$ cat config.mk
export PLATFORM = sky130hd
export DESIGN_NAME = surf_copy_dispatch
export DESIGN_NICKNAME = d
export VERILOG_FILES = /design/src/rtl/surf_copy_pkg.sv /design/src/rtl/surf_path_select.sv /design/src/rtl/surf_chunk_walker.sv /design/src/rtl/surf_offset_gen.sv /design/src/rtl/surf_copy_dispatch.sv
export SDC_FILE = /design/constraint.sdc
export NUM_CORES = 2
export LEC_CHECK = 0
export BUFFER_PORTS_ARGS = -buffer_cell sky130_fd_sc_hd__buf_2
export CAP_MARGIN = 20
export CORE_AREA = 8 8 386 464
export DETAILED_ROUTE_END_ITERATION = 7
export DIE_AREA = 0 0 394 472
export SETUP_SLACK_MARGIN = 0.15
export SYNTH_ARGS = -nofsm -noshare
export SYNTH_HDL_FRONTEND = slang
export SYNTH_SLANG_ARGS = --single-unit
$ cat constraint.sdc
create_clock -name clk -period 10.6 [get_ports clk]
set_input_delay 1.59 -clock clk [delete_from_list [all_inputs] [get_ports clk]]
set_output_delay 1.59 -clock clk [all_outputs]
set_load 0.02 [all_outputs]
$ cat src/rtl/surf_copy_pkg.sv
package surf_copy_pkg;

    typedef enum logic [1:0] {
        PATH_LINEAR   = 2'd0,
        PATH_SWIZZLE  = 2'd1,
        PATH_FALLBACK = 2'd2
    } path_e;

    typedef enum logic [1:0] {
        ST_IDLE     = 2'd0,
        ST_CLASSIFY = 2'd1,
        ST_EMIT     = 2'd2,
        ST_FINISH   = 2'd3
    } state_e;

    localparam logic LAYOUT_LINEAR   = 1'b0;
    localparam logic LAYOUT_SWIZZLED = 1'b1;

endpackage

$ cat src/rtl/surf_path_select.sv
module surf_path_select
    import surf_copy_pkg::*;
#(
    parameter int COORD_W     = 16,
    parameter int OFF_W       = 32,
    parameter int BPP_W       = 3,
    parameter int ALIGN_BYTES = 64
) (
    input  logic               src_layout,
    input  logic               dst_layout,
    input  logic [BPP_W-1:0]   dst_bpp,
    input  logic [OFF_W-1:0]   dst_base,
    input  logic [COORD_W-1:0] dst_w,
    input  logic [COORD_W-1:0] dst_h,
    input  logic [COORD_W-1:0] rect_w,
    input  logic [COORD_W-1:0] rect_h,
    output path_e              path,
    output logic               reject,
    output logic               empty
);
    localparam logic [OFF_W-1:0]   ALIGN_MASK = OFF_W'(ALIGN_BYTES - 1);
    localparam logic [COORD_W-1:0] ONE_C      = COORD_W'(1);
    localparam logic [COORD_W-1:0] TWO_C      = COORD_W'(2);
    localparam logic [BPP_W-1:0]   ONE_B      = BPP_W'(1);

    logic both_linear;
    logic degenerate;
    logic swz_ok;
    logic w_pow2;
    logic h_pow2;

    always_comb begin
        both_linear = (src_layout == LAYOUT_LINEAR) && (dst_layout == LAYOUT_LINEAR);
        degenerate  = (dst_w <= TWO_C) || (dst_h <= ONE_C);
        swz_ok      = (src_layout == LAYOUT_LINEAR) &&
                      (dst_layout == LAYOUT_SWIZZLED) &&
                      (dst_bpp != ONE_B) &&
                      ((dst_base & ALIGN_MASK) == '0);
        w_pow2      = (dst_w != '0) && ((dst_w & (dst_w - ONE_C)) == '0);
        h_pow2      = (dst_h != '0) && ((dst_h & (dst_h - ONE_C)) == '0);
        empty       = (rect_w == '0) || (rect_h == '0);

        if (both_linear || degenerate) begin
            path = PATH_LINEAR;
        end else if (swz_ok) begin
            path = PATH_SWIZZLE;
        end else begin
            path = PATH_FALLBACK;
        end

        reject = !empty && (path == PATH_SWIZZLE) && !(w_pow2 && h_pow2);
    end

endmodule

$ cat src/rtl/surf_chunk_walker.sv
module surf_chunk_walker
    import surf_copy_pkg::*;
#(
    parameter int COORD_W  = 16,
    parameter int TILE_MAX = 1024,
    parameter int LIN_MAX  = 2047
) (
    input  logic               clk,
    input  logic               rst_n,
    input  logic               load,
    input  logic               step,
    input  path_e              path,
    input  logic [COORD_W-1:0] rect_w,
    input  logic [COORD_W-1:0] rect_h,
    output logic [COORD_W-1:0] cx,
    output logic [COORD_W-1:0] cy,
    output logic [COORD_W-1:0] cw,
    output logic [COORD_W-1:0] ch,
    output logic               last
);
    localparam logic [COORD_W-1:0] TILE_L = COORD_W'(TILE_MAX);
    localparam logic [COORD_W-1:0] LIN_L  = COORD_W'(LIN_MAX);

    logic [COORD_W-1:0] rw_q;
    logic [COORD_W-1:0] rh_q;
    logic [COORD_W-1:0] lim_w_q;
    logic [COORD_W-1:0] lim_h_q;
    logic [COORD_W-1:0] rem_w;
    logic [COORD_W-1:0] rem_h;
    logic [COORD_W:0]   x_end;
    logic [COORD_W:0]   y_end;
    logic               row_end;

    always_comb begin
        rem_w   = rw_q - cx;
        rem_h   = rh_q - cy;
        cw      = (rem_w > lim_w_q) ? lim_w_q : rem_w;
        ch      = (rem_h > lim_h_q) ? lim_h_q : rem_h;
        x_end   = {1'b0, cx} + {1'b0, cw};
        y_end   = {1'b0, cy} + {1'b0, ch};
        row_end = (x_end == {1'b0, rw_q});
        last    = row_end && (y_end == {1'b0, rh_q});
    end

    always_ff @(posedge clk or negedge rst_n) begin
        if (!rst_n) begin
            cx      <= '0;
            cy      <= '0;
            rw_q    <= '0;
            rh_q    <= '0;
            lim_w_q <= '0;
            lim_h_q <= '0;
        end else if (load) begin
            cx   <= '0;
            cy   <= '0;
            rw_q <= rect_w;
            rh_q <= rect_h;
            unique case (path)
                PATH_LINEAR: begin
                    lim_w_q <= rect_w;
                    lim_h_q <= LIN_L;
                end
                PATH_SWIZZLE: begin
                    lim_w_q <= TILE_L;
                    lim_h_q <= TILE_L;
                end
                default: begin
                    lim_w_q <= rect_w;
                    lim_h_q <= rect_h;
                end
            endcase
        end else if (step) begin
            if (row_end) begin
                cx <= '0;
                cy <= y_end[COORD_W-1:0];
            end else begin
                cx <= x_end[COORD_W-1:0];
            end
        end
    end

endmodule

$ cat src/rtl/surf_offset_gen.sv
module surf_offset_gen
    import surf_copy_pkg::*;
#(
    parameter int COORD_W = 16,
    parameter int OFF_W   = 32,
    parameter int PITCH_W = 16,
    parameter int BPP_W   = 3
) (
    input  logic               clk,
    input  logic               rst_n,
    input  logic               load,
    input  logic               step,
    input  path_e              path,
    input  logic [COORD_W-1:0] cx,
    input  logic [COORD_W-1:0] cy,
    input  logic [COORD_W-1:0] ch,
    input  logic [OFF_W-1:0]   src_base,
    input  logic [OFF_W-1:0]   dst_base,
    input  logic [PITCH_W-1:0] src_pitch,
    input  logic [PITCH_W-1:0] dst_pitch,
    input  logic [BPP_W-1:0]   src_bpp,
    input  logic [BPP_W-1:0]   dst_bpp,
    input  logic [COORD_W-1:0] src_x,
    input  logic [COORD_W-1:0] src_y,
    input  logic [COORD_W-1:0] dst_x,
    input  logic [COORD_W-1:0] dst_y,
    output logic [OFF_W-1:0]   src_off,
    output logic [OFF_W-1:0]   dst_off
);
    logic [OFF_W-1:0] sp_w;
    logic [OFF_W-1:0] dp_w;
    logic [OFF_W-1:0] sb_w;
    logic [OFF_W-1:0] db_w;
    logic [OFF_W-1:0] src_start;
    logic [OFF_W-1:0] dst_start;
    logic [OFF_W-1:0] tile_src;
    logic [OFF_W-1:0] acc_src_q;
    logic [OFF_W-1:0] acc_dst_q;

    always_comb begin
        sp_w      = OFF_W'(src_pitch);
        dp_w      = OFF_W'(dst_pitch);
        sb_w      = OFF_W'(src_bpp);
        db_w      = OFF_W'(dst_bpp);
        src_start = src_base + OFF_W'(src_y) * sp_w + OFF_W'(src_x) * sb_w;
        dst_start = dst_base + OFF_W'(dst_y) * dp_w + OFF_W'(dst_x) * db_w;
        tile_src  = src_base
                  + (OFF_W'(src_y) + OFF_W'(cy)) * sp_w
                  + (OFF_W'(src_x) + OFF_W'(cx)) * sb_w;
        if (path == PATH_SWIZZLE) begin
            src_off = tile_src;
            dst_off = dst_base;
        end else begin
            src_off = acc_src_q;
            dst_off = acc_dst_q;
        end
    end

    always_ff @(posedge clk or negedge rst_n) begin
        if (!rst_n) begin
            acc_src_q <= '0;
            acc_dst_q <= '0;
        end else if (load) begin
            acc_src_q <= src_start;
            acc_dst_q <= dst_start;
        end else if (step && (path == PATH_LINEAR)) begin
            acc_src_q <= acc_src_q + OFF_W'(ch) * sp_w;
            acc_dst_q <= acc_dst_q + OFF_W'(ch) * dp_w;
        end
    end

endmodule

$ cat src/rtl/surf_copy_dispatch.sv
module surf_copy_dispatch
    import surf_copy_pkg::*;
#(
    parameter int COORD_W     = 16,
    parameter int OFF_W       = 32,
    parameter int PITCH_W     = 16,
    parameter int BPP_W       = 3,
    parameter int TILE_MAX    = 1024,
    parameter int LIN_MAX     = 2047,
    parameter int ALIGN_BYTES = 64
) (
    input  logic                 clk,
    input  logic                 rst_n,
    input  logic                 req_valid,
    output logic                 req_ready,
    input  logic                 req_src_layout,
    input  logic                 req_dst_layout,
    input  logic [BPP_W-1:0]     req_src_bpp,
    input  logic [BPP_W-1:0]     req_dst_bpp,
    input  logic [OFF_W-1:0]     req_src_base,
    input  logic [OFF_W-1:0]     req_dst_base,
    input  logic [PITCH_W-1:0]   req_src_pitch,
    input  logic [PITCH_W-1:0]   req_dst_pitch,
    input  logic [COORD_W-1:0]   req_dst_w,
    input  logic [COORD_W-1:0]   req_dst_h,
    input  logic [COORD_W-1:0]   req_src_x,
    input  logic [COORD_W-1:0]   req_src_y,
    input  logic [COORD_W-1:0]   req_dst_x,
    input  logic [COORD_W-1:0]   req_dst_y,
    input  logic [COORD_W-1:0]   req_w,
    input  logic [COORD_W-1:0]   req_h,
    output logic                 cmd_valid,
    input  logic                 cmd_ready,
    output logic [1:0]           cmd_path,
    output logic [COORD_W-1:0]   cmd_x,
    output logic [COORD_W-1:0]   cmd_y,
    output logic [COORD_W-1:0]   cmd_w,
    output logic [COORD_W-1:0]   cmd_h,
    output logic [2*COORD_W-1:0] cmd_point,
    output logic [2*COORD_W-1:0] cmd_size,
    output logic [2*COORD_W-1:0] cmd_hw_size,
    output logic [OFF_W-1:0]     cmd_src_off,
    output logic [OFF_W-1:0]     cmd_dst_off,
    output logic                 busy,
    output logic                 done,
    output logic                 err
);
    state_e state_q;
    state_e state_d;

    // Registered request
    logic               q_src_layout;
    logic               q_dst_layout;
    logic [BPP_W-1:0]   q_src_bpp;
    logic [BPP_W-1:0]   q_dst_bpp;
    logic [OFF_W-1:0]   q_src_base;
    logic [OFF_W-1:0]   q_dst_base;
    logic [PITCH_W-1:0] q_src_pitch;
    logic [PITCH_W-1:0] q_dst_pitch;
    logic [COORD_W-1:0] q_dst_w;
    logic [COORD_W-1:0] q_dst_h;
    logic [COORD_W-1:0] q_src_x;
    logic [COORD_W-1:0] q_src_y;
    logic [COORD_W-1:0] q_dst_x;
    logic [COORD_W-1:0] q_dst_y;
    logic [COORD_W-1:0] q_w;
    logic [COORD_W-1:0] q_h;

    path_e path_q;
    logic  reject_q;

    path_e sel_path;
    logic  sel_reject;
    logic  sel_empty;

    logic               accept;
    logic               load;
    logic               step;
    logic [COORD_W-1:0] cx;
    logic [COORD_W-1:0] cy;
    logic [COORD_W-1:0] cw;
    logic [COORD_W-1:0] ch;
    logic               last;
    logic [OFF_W-1:0]   src_off;
    logic [OFF_W-1:0]   dst_off;
    logic [COORD_W-1:0] abs_x;
    logic [COORD_W-1:0] abs_y;

    assign accept = (state_q == ST_IDLE) && req_valid;
    assign load   = (state_q == ST_CLASSIFY);
    assign step   = (state_q == ST_EMIT) && cmd_ready;

    always_ff @(posedge clk or negedge rst_n) begin
        if (!rst_n) begin
            q_src_layout <= LAYOUT_LINEAR;
            q_dst_layout <= LAYOUT_LINEAR;
            q_src_bpp    <= '0;
            q_dst_bpp    <= '0;
            q_src_base   <= '0;
            q_dst_base   <= '0;
            q_src_pitch  <= '0;
            q_dst_pitch  <= '0;
            q_dst_w      <= '0;
            q_dst_h      <= '0;
            q_src_x      <= '0;
            q_src_y      <= '0;
            q_dst_x      <= '0;
            q_dst_y      <= '0;
            q_w          <= '0;
            q_h          <= '0;
        end else if (accept) begin
            q_src_layout <= req_src_layout;
            q_dst_layout <= req_dst_layout;
            q_src_bpp    <= req_src_bpp;
            q_dst_bpp    <= req_dst_bpp;
            q_src_base   <= req_src_base;
            q_dst_base   <= req_dst_base;
            q_src_pitch  <= req_src_pitch;
            q_dst_pitch  <= req_dst_pitch;
            q_dst_w      <= req_dst_w;
            q_dst_h      <= req_dst_h;
            q_src_x      <= req_src_x;
            q_src_y      <= req_src_y;
            q_dst_x      <= req_dst_x;
            q_dst_y      <= req_dst_y;
            q_w          <= req_w;
            q_h          <= req_h;
        end
    end

    always_ff @(posedge clk or negedge rst_n) begin
        if (!rst_n) begin
            path_q   <= PATH_LINEAR;
            reject_q <= 1'b0;
        end else if (load) begin
            path_q   <= sel_path;
            reject_q <= sel_reject;
        end
    end

    surf_path_select #(
        .COORD_W    (COORD_W),
        .OFF_W      (OFF_W),
        .BPP_W      (BPP_W),
        .ALIGN_BYTES(ALIGN_BYTES)
    ) u_select (
        .src_layout(q_src_layout),
        .dst_layout(q_dst_layout),
        .dst_bpp   (q_dst_bpp),
        .dst_base  (q_dst_base),
        .dst_w     (q_dst_w),
        .dst_h     (q_dst_h),
        .rect_w    (q_w),
        .rect_h    (q_h),
        .path      (sel_path),
        .reject    (sel_reject),
        .empty     (sel_empty)
    );

    surf_chunk_walker #(
        .COORD_W (COORD_W),
        .TILE_MAX(TILE_MAX),
        .LIN_MAX (LIN_MAX)
    ) u_walker (
        .clk   (clk),
        .rst_n (rst_n),
        .load  (load),
        .step  (step),
        .path  (sel_path),
        .rect_w(q_w),
        .rect_h(q_h),
        .cx    (cx),
        .cy    (cy),
        .cw    (cw),
        .ch    (ch),
        .last  (last)
    );

    surf_offset_gen #(
        .COORD_W(COORD_W),
        .OFF_W  (OFF_W),
        .PITCH_W(PITCH_W),
        .BPP_W  (BPP_W)
    ) u_offsets (
        .clk      (clk),
        .rst_n    (rst_n),
        .load     (load),
        .step     (step),
        .path     (path_q),
        .cx       (cx),
        .cy       (cy),
        .ch       (ch),
        .src_base (q_src_base),
        .dst_base (q_dst_base),
        .src_pitch(q_src_pitch),
        .dst_pitch(q_dst_pitch),
        .src_bpp  (q_src_bpp),
        .dst_bpp  (q_dst_bpp),
        .src_x    (q_src_x),
        .src_y    (q_src_y),
        .dst_x    (q_dst_x),
        .dst_y    (q_dst_y),
        .src_off  (src_off),
        .dst_off  (dst_off)
    );

    // State register
    always_ff @(posedge clk or negedge rst_n) begin
        if (!rst_n) begin
            state_q <= ST_IDLE;
        end else begin
            state_q <= state_d;
        end
    end

    // Next state: accept, start/skip, step/last, retire
    always_comb begin
        state_d = state_q;
        unique case (state_q)
            ST_IDLE: begin
                if (req_valid) begin
                    state_d = ST_CLASSIFY;
                end
            end
            ST_CLASSIFY: begin
                if (sel_empty || sel_reject) begin
                    state_d = ST_FINISH;
                end else begin
                    state_d = ST_EMIT;
                end
            end
            ST_EMIT: begin
                if (cmd_ready && last) begin
                    state_d = ST_FINISH;
                end
            end
            ST_FINISH: begin
                state_d = ST_IDLE;
            end
            default: begin
                state_d = ST_IDLE;
            end
        endcase
    end

    // Outputs
    always_comb begin
        abs_x       = q_dst_x + cx;
        abs_y       = q_dst_y + cy;
        req_ready   = (state_q == ST_IDLE);
        busy        = (state_q != ST_IDLE);
        cmd_valid   = (state_q == ST_EMIT);
        done        = (state_q == ST_FINISH);
        err         = (state_q == ST_FINISH) && reject_q;
        cmd_path    = path_q;
        cmd_x       = cx;
        cmd_y       = cy;
        cmd_w       = cw;
        cmd_h       = ch;
        cmd_point   = {abs_y, abs_x};
        cmd_size    = {ch, cw};
        cmd_hw_size = {ch + COORD_W'(ch[0]), cw + COORD_W'(cw[0])};
        cmd_src_off = src_off;
        cmd_dst_off = dst_off;
    end

endmodule

# Word level (Yosys, flattened, before mapping)
# Index checks and enable logic that the tools add are counted.
[classes]
addsub = 20
multipliers = 8
n_div = 0
order_cmp = 4
n_eq_ne = 10
shift = 0
muxes = 22
bitwise = 4
reduce_logical = 37
[op_table]
columns = ["op", "count"]
rows = [
  ["$add A32 B32 Y32", 6],
  ["$mux W32", 6],
  ["$mux W16", 9],
  ["$mul A16 B16 Y32", 4],
  ["$add A16 B16 Y17", 4],
  ["$add A32 B19 Y32", 2],
  ["$logic_not A16 Y1", 4],
  ["$mul A16 B3 Y19", 2],
  ["$eq A17 B16 Y1", 2],
  ["$add A16 B1 Y16", 2],
  ["$add A16 B16 Y16", 2],
  ["$and A16 B16 Y16", 2],
  ["$gt A16 B16 Y1", 2],
  ["$logic_not A32 Y1", 1],
  ["$mul A32 B16 Y32", 1],
  ["$mul A32 B3 Y32", 1],
  ["$pmux W16 S2", 1],
  ["$reduce_bool A16 Y1", 2],
  ["$sub A16 B1 Y16 const B", 2],
  ["$sub A16 B16 Y16", 2],
  ["$le A16 B1 Y1 const B", 1],
  ["$le A16 B2 Y1 const B", 1],
  ["$logic_and A1 B1 Y1", 15],
  ["$mux W2", 4],
  ["other kinds (13)", 27],
]
[totals]
reg_bits = 397
latch_bits = 0
ram_bits = 0
mem_bits_ro = 0
inputBits = 236
elab_cells = 132
n_memories = 0

# Longest topological paths before layout
[depth]
word_depth = 12
mapped_depth = 46
depth_no_buf = 43

# Cells and area by module
# Synthesis repeated with hierarchy kept, for this count alone.
[hier_totals]
cells_unflattened = 8399
hier_area_um2 = 76161.8
[modules_own_cells]
columns = ["mod", "n_inst", "cells_each", "area_per_inst_um2", "seq_area_each_um2"]
rows = [
  ["surf_offset_gen", 1, 6431, 55665.9, 1601.5],
  ["surf_copy_dispatch", 1, 852, 11207.0, 5930.7],
  ["surf_chunk_walker", 1, 1023, 8733.4, 2402.3],
  ["surf_path_select", 1, 93, 555.5, 0.0],
]

# Worst setup path after synthesis
# No wires, ideal clock.
[synth_timing]
path_type = "reg2out"
from = "register u_walker.cy[1]"
to = "output port cmd_src_off[30]"
t_arrival_ns = 8.982
required_ns = 9.010
setup_slack_ns = 0.028
path_stages_with_launch = 34
path_buffers = 1
path_cell_list = "dfrtp_1 -> ha_1 -> a21o_1 -> a21oi_1 -> o21bai_1 -> a21o_1 -> a21oi_1 -> o21ai_0 -> o41ai_1 -> o21ai_1 -> a211oi_2 -> clkbuf_1 -> nand2_1 -> fa_1 -> inv_1 -> fa_1 -> inv_1 -> fa_1 -> fa_1 -> fa_1 -> inv_1 -> fa_1 -> fa_1 -> ha_1 -> a21o_1 -> a21oi_1 -> o21ai_0 -> a21oi_1 -> o21ai_0 -> o311ai_1 -> a21oi_1 -> a211oi_1 -> xor2_1 -> o21ai_0"
[synth_via]
elab_chain_cells = 5
[synth_lines]
columns = ["element", "line", "rtl"]
rows = [
  ["from (decl)", "surf_chunk_walker.sv:16", "output logic [COORD_W-1:0] cy,"],
  ["from (signal assigned)", "surf_chunk_walker.sv:75", "cy <= y_end[COORD_W-1:0];"],
  ["$add A16 B16 Y17", "surf_offset_gen.sv:48", "+ (OFF_W'(src_y) + OFF_W'(cy)) * sp_w"],
  ["$mul A32 B16 Y32", "surf_offset_gen.sv:48", ""],
  ["$add A32 B32 Y32", "surf_offset_gen.sv:48", ""],
  ["$add A32 B32 Y32", "surf_offset_gen.sv:49", "+ (OFF_W'(src_x) + OFF_W'(cx)) * sb_w;"],
  ["$mux W32", "surf_offset_gen.sv:50", "if (path == PATH_SWIZZLE) begin"],
  ["to (decl)", "surf_copy_dispatch.sv:42", "output logic [OFF_W-1:0] cmd_src_off,"],
]
# Every way passes these cells.

# Worst setup path in the final report
[layout_timing]
from = "register q_src_x[0]"
to = "output port cmd_src_off[30]"
[layout_via]
elab_chain_cells = 4
[layout_lines]
columns = ["element", "line", "rtl"]
rows = [
  ["from (decl)", "surf_copy_dispatch.sv:62", "logic [COORD_W-1:0] q_src_x;"],
  ["from (signal assigned)", "surf_copy_dispatch.sv:122", "q_src_x <= req_src_x;"],
  ["$add A16 B16 Y17", "surf_offset_gen.sv:49", ""],
  ["$mul A32 B3 Y32", "surf_offset_gen.sv:49", ""],
  ["$add A32 B32 Y32", "surf_offset_gen.sv:49", ""],
  ["$mux W32", "surf_offset_gen.sv:50", ""],
]
# Every way passes these cells.

==> results.py <==
metrics = {
    "clock_network": {
        "htreeDepth": 2,
        "hold_buffers": 0,
        "cts.sinks": 397,
        "clkTransAtPathRegs_ns": 0.07,
        "numCtsBuffers": 54,
        "cts_tree": "yes",
        "clk_latency_ns": 0.72,
        "cts_root_buf": "clkbuf_16",
        "cts_buffer_depth": 3,
    },
    "synth": {
        "ys.flop_type": "dfrtp_1",
        "synthCells": 8549,
        "synth-async-reset-ratio": 1.000,
        "synth_edf_count": 0,
        "yosysSeqAreaShare": 0.1295,
        "synth_warnings": 0,
        "ys_ff_latch": 397,
        "syn_area_um2": 76730,
        "yosysUniqueCellTypes": 99,
        "synth.avg_cell_area_um2": 8.975,
    },
    "drt": {
        "via_per_inst": 5.355,
        "first_pass_iters": 5,
        "drt_iter0_drc": 3733,
        "totalWireLength_um": 252000,
        "vias": 61640,
        "ant_nets": 0,
        "drc": 0,
        "wl_per_cell_um": 21.89,
    },
    "outcome": {
        "violations": "negative setup slack",
        "outcome": "complete, but fails checks",
    },
    "floorplanning": {
        "die_w_um": 394,
        "ios": 467,
        "core_area_um2": 171500,
        "initial_core_util": 0.4473,
        "num_rows": 167,
        "die_y_um": 472,
        "dieArea_um2": 186000,
    },
    "sta": {
        "fmax_mhz": 88.52,
        "setup_viol": 18,
        "setup_ws_ns": -0.6973,
        "maxSlewHeadroom": 0.2625,
        "rsz0062_at_grt": "true",
        "finalClockSkew_ns": 0.06106,
        "hold-worst-slack_ns": 0.5052,
        "drv_slew": 0,
        "period_needed_ns": 11.30,
        "report.final.hold_viol_count": 0,
        "worst_slew_pin_slew_ns": 1.092,
        "finalCritPeriodShare": 1.066,
    },
    "finish": {
        "area_growth_syn_to_layout_pct": 14.07,
        "fin_nets": 11400,
        "drive_gt1_frac": 0.1706,
    },
    "place": {
        "portBuffers": 464,
        "hpwl_um": 208200,
        "gp_congestion": 0.9352,
        "pre_cts_slack_ns": -0.5366,
    },
    "setup_path": {
        "crit_fanout": 3,
        "critPathSlowestCell": "fa_1",
        "reg2reg_depth": 42,
        "cp.arrival_ns": 9.71,
        "r2r_end": "u_offsets.acc_dst_q[30]$_DFFE_PN0P_",
        "worstSetupPathType": "reg -> out",
        "reg2reg_setup_slack_ns": 0.34,
        "cp-end-kind": "output port",
        "crit_top_cell": "fa_1",
        "critPathLaunchType": "flip-flop",
        "crit_required_ns": 9.01,
        "r2r-start": "u_walker.cy[1]$_DFFE_PN0P_",
        "cp_slowest_stage_delay_ns": 0.58,
    },
    "global_routing": {
        "grt.total_usage": 0.2668,
        "grt_pass1_vias": 67250,
        "grt_overflow_total": 0,
        "grt_start_max_net_pins": 98,
        "grt_pass1_wl_um": 388400,
        "antenna_found_initial": 33,
    },
    "hold_path": {
        "worstHoldStart": "q_src_base[30]$_DFFE_PN0P_",
        "min_delay_worst_endpoint": "q_src_base[30]$_DFFE_PN0P_",
        "hold_depth": 1,
        "hp-class": "reg -> reg",
    },
    "flow_run": {
        "maxCapViolations": 0,
    },
}
-- cells in the final DEF (no fill, tap or decap), types with 27 or more instances in the layout --
| cell type | netlist | layout |
|---|---|---|
| buf_2 | 7 | 451 |
| a31oi_1 | 29 | 27 |
| nor3_1 | 75 | 73 |
| and3_1 | 31 | 29 |
| mux2_2 | 275 | 267 |
| buf_4 | 36 | 469 |
| nor2_1 | 203 | 198 |
| nand3_1 | 103 | 97 |
| o21bai_1 | 28 | 27 |
| fa_1 | 1284 | 1269 |
| dfrtp_1 | 397 | 380 |
| and2_1 | 513 | 510 |
| inv_1 | 1791 | 1775 |
| buf_6 | 1 | 41 |
| nand2_1 | 1182 | 1176 |
| a21oi_1 | 247 | 221 |
| clkbuf_16 | 0 | 55 |
| o21a_1 | 52 | 51 |
| a211oi_1 | 50 | 48 |
| ha_1 | 702 | 686 |
| mux2i_1 | 38 | 38 |
| nor4_1 | 37 | 34 |
| a21o_1 | 65 | 65 |
| or3_1 | 38 | 35 |
| xor2_1 | 104 | 102 |
| o21ai_0 | 224 | 204 |
| xnor2_1 | 178 | 172 |
| nor2b_1 | 94 | 91 |
-- timing repair --
action,in CTS,in global routing
setup buffers,27,34
pin swaps,81,106
cloned,0,2
setup endpoints to repair,34,54
resized for setup,125,150
-- critical path: cells and delay by family, from the launching register on --
kind	cells	cell delay (ns)
XOR/XNOR	1	0.18
adder cells (fa/ha/maj)	10	4.26
AO/OA/AOI/OAI	17	2.65
buffers and inverters	10	1.20
AND/OR/NAND/NOR	2	0.24
flip-flops	1	0.41
-- worst max path at each step --
stage	cells after the start	end	start
after global placement	37	cmd_src_off[28]	u_walker.cx[0]$_DFFE_PN0P_
after CTS	37	cmd_src_off[28]	q_src_x[0]$_DFFE_PN0P_
final	40	cmd_src_off[30]	q_src_x[0]$_DFFE_PN0P_
after global routing	41	cmd_src_off[30]	q_src_x[0]$_DFFE_PN0P_
after detailed placement	40	cmd_src_off[30]	u_walker.cx[0]$_DFFE_PN0P_
after floorplan	33	cmd_src_off[30]	u_walker.cy[1]$_DFFE_PN0P_
-- per-stage QoR --
stage | cells | area, µm² | TNS [ns] | utilization
after floorplan | 8550 | 76730 | 0 | -
after global placement | 11340 | 83970 | -3.226 | 0.4895
after detailed placement | 11340 | 83980 | -4.001 | 0.4895
after CTS | 11460 | 86520 | -9.859 | 0.5043
after global routing | 11510 | 87510 | -15.26 | 0.5101
final | 11510 | 87520 | -8.102 | 0.5102
-- synth_stat cells, drive strengths merged (10+ instances only) --
master   count  area share
a21o        65      0.0064
or3         38      0.0031
a21boi      10     0.00098
and2       514       0.042
o41ai       14      0.0018
ha         702        0.11
fa        1284        0.34
nand2     1182       0.058
mux2       275       0.040
o21bai      29      0.0030
a2111oi     11      0.0016
a311oi      11      0.0013
a21oi      248       0.016
a22o        15      0.0017
o21ai      232       0.015
a311o       11      0.0014
a31oi       30      0.0026
nor4        38      0.0033
inv       1791       0.088
nand3      103      0.0067
nor3b       10     0.00098
or2         13      0.0011
nand2b      24      0.0020
xor2       104       0.012
o211a       12      0.0016
o22ai       23      0.0019
nor4b       10      0.0012
dfrtp      397        0.13
nor2b       95      0.0078
nand4       25      0.0020
a211oi      51      0.0051
o21a        52      0.0051
clkbuf     353       0.017
o211ai      25      0.0024
and3        31      0.0025
buf         66      0.0052
nor3        76      0.0050
o31ai       24      0.0023
xnor2      178       0.020
nor2       204       0.010
mux2i       38      0.0050
-- final cells by class --
type / instances / area (µm²)
diodes: 9 / 22.52
well taps: 2281 / 2854
flip-flops and latches: 397 / 9956
clock buffers: 74 / 1496
clock inverters: 27 / 326.6
repair buffers: 987 / 6743
inverters: 1791 / 6728
fillers: 16170 / 84030
multi-input cells: 5944 / 59400
-- cell families (layout without fill, tap and decap cells) --
family | Yosys count | in the layout | share of synthesized area
and+or+nand+nor | 2402 | 2402 | 0.1499
buffers and inverters | 2210 | 2879 | 0.1101
adders and majority gates | 1989 | 1989 | 0.4499
AOI/OAI and AO/OA | 947 | 947 | 0.08077
DFF | 397 | 397 | 0.1295
muxes | 313 | 314 | 0.04532
xor gates and xnor gates | 290 | 290 | 0.03454
other | 1 | 11 | 0.00004887
-- state kept, by name (all words and copies together), names as in the netlist, 16 cells and up --
register	flops
u_walker.lim_w_q	16
u_walker.cx	16
u_offsets.acc_src_q	32
q_dst_h	16
q_dst_pitch	16
q_src_pitch	16
u_walker.lim_h_q	16
q_src_base	32
q_dst_base	32
u_walker.cy	16
q_dst_y	16
u_walker.rh_q	16
q_src_y	16
q_w	16
q_src_x	16
u_walker.rw_q	16
q_h	16
q_dst_x	16
u_offsets.acc_dst_q	32
q_dst_w	16
-- routing by layer --
layer  share of wire  routed length (µm)  track usage  vias up
li1                -                   -            -    27780
met1            0.40              101600       0.3266    31490
met2            0.49              124700       0.4726     1833
met3           0.060               15090      0.04590      526
met4           0.041               10410      0.09678       20
met5         0.00050                 125            0        -
Power is left out: the tool's default activity adds up to more than one toggle a clock period on the data nets, which glitch-free logic cannot reach.
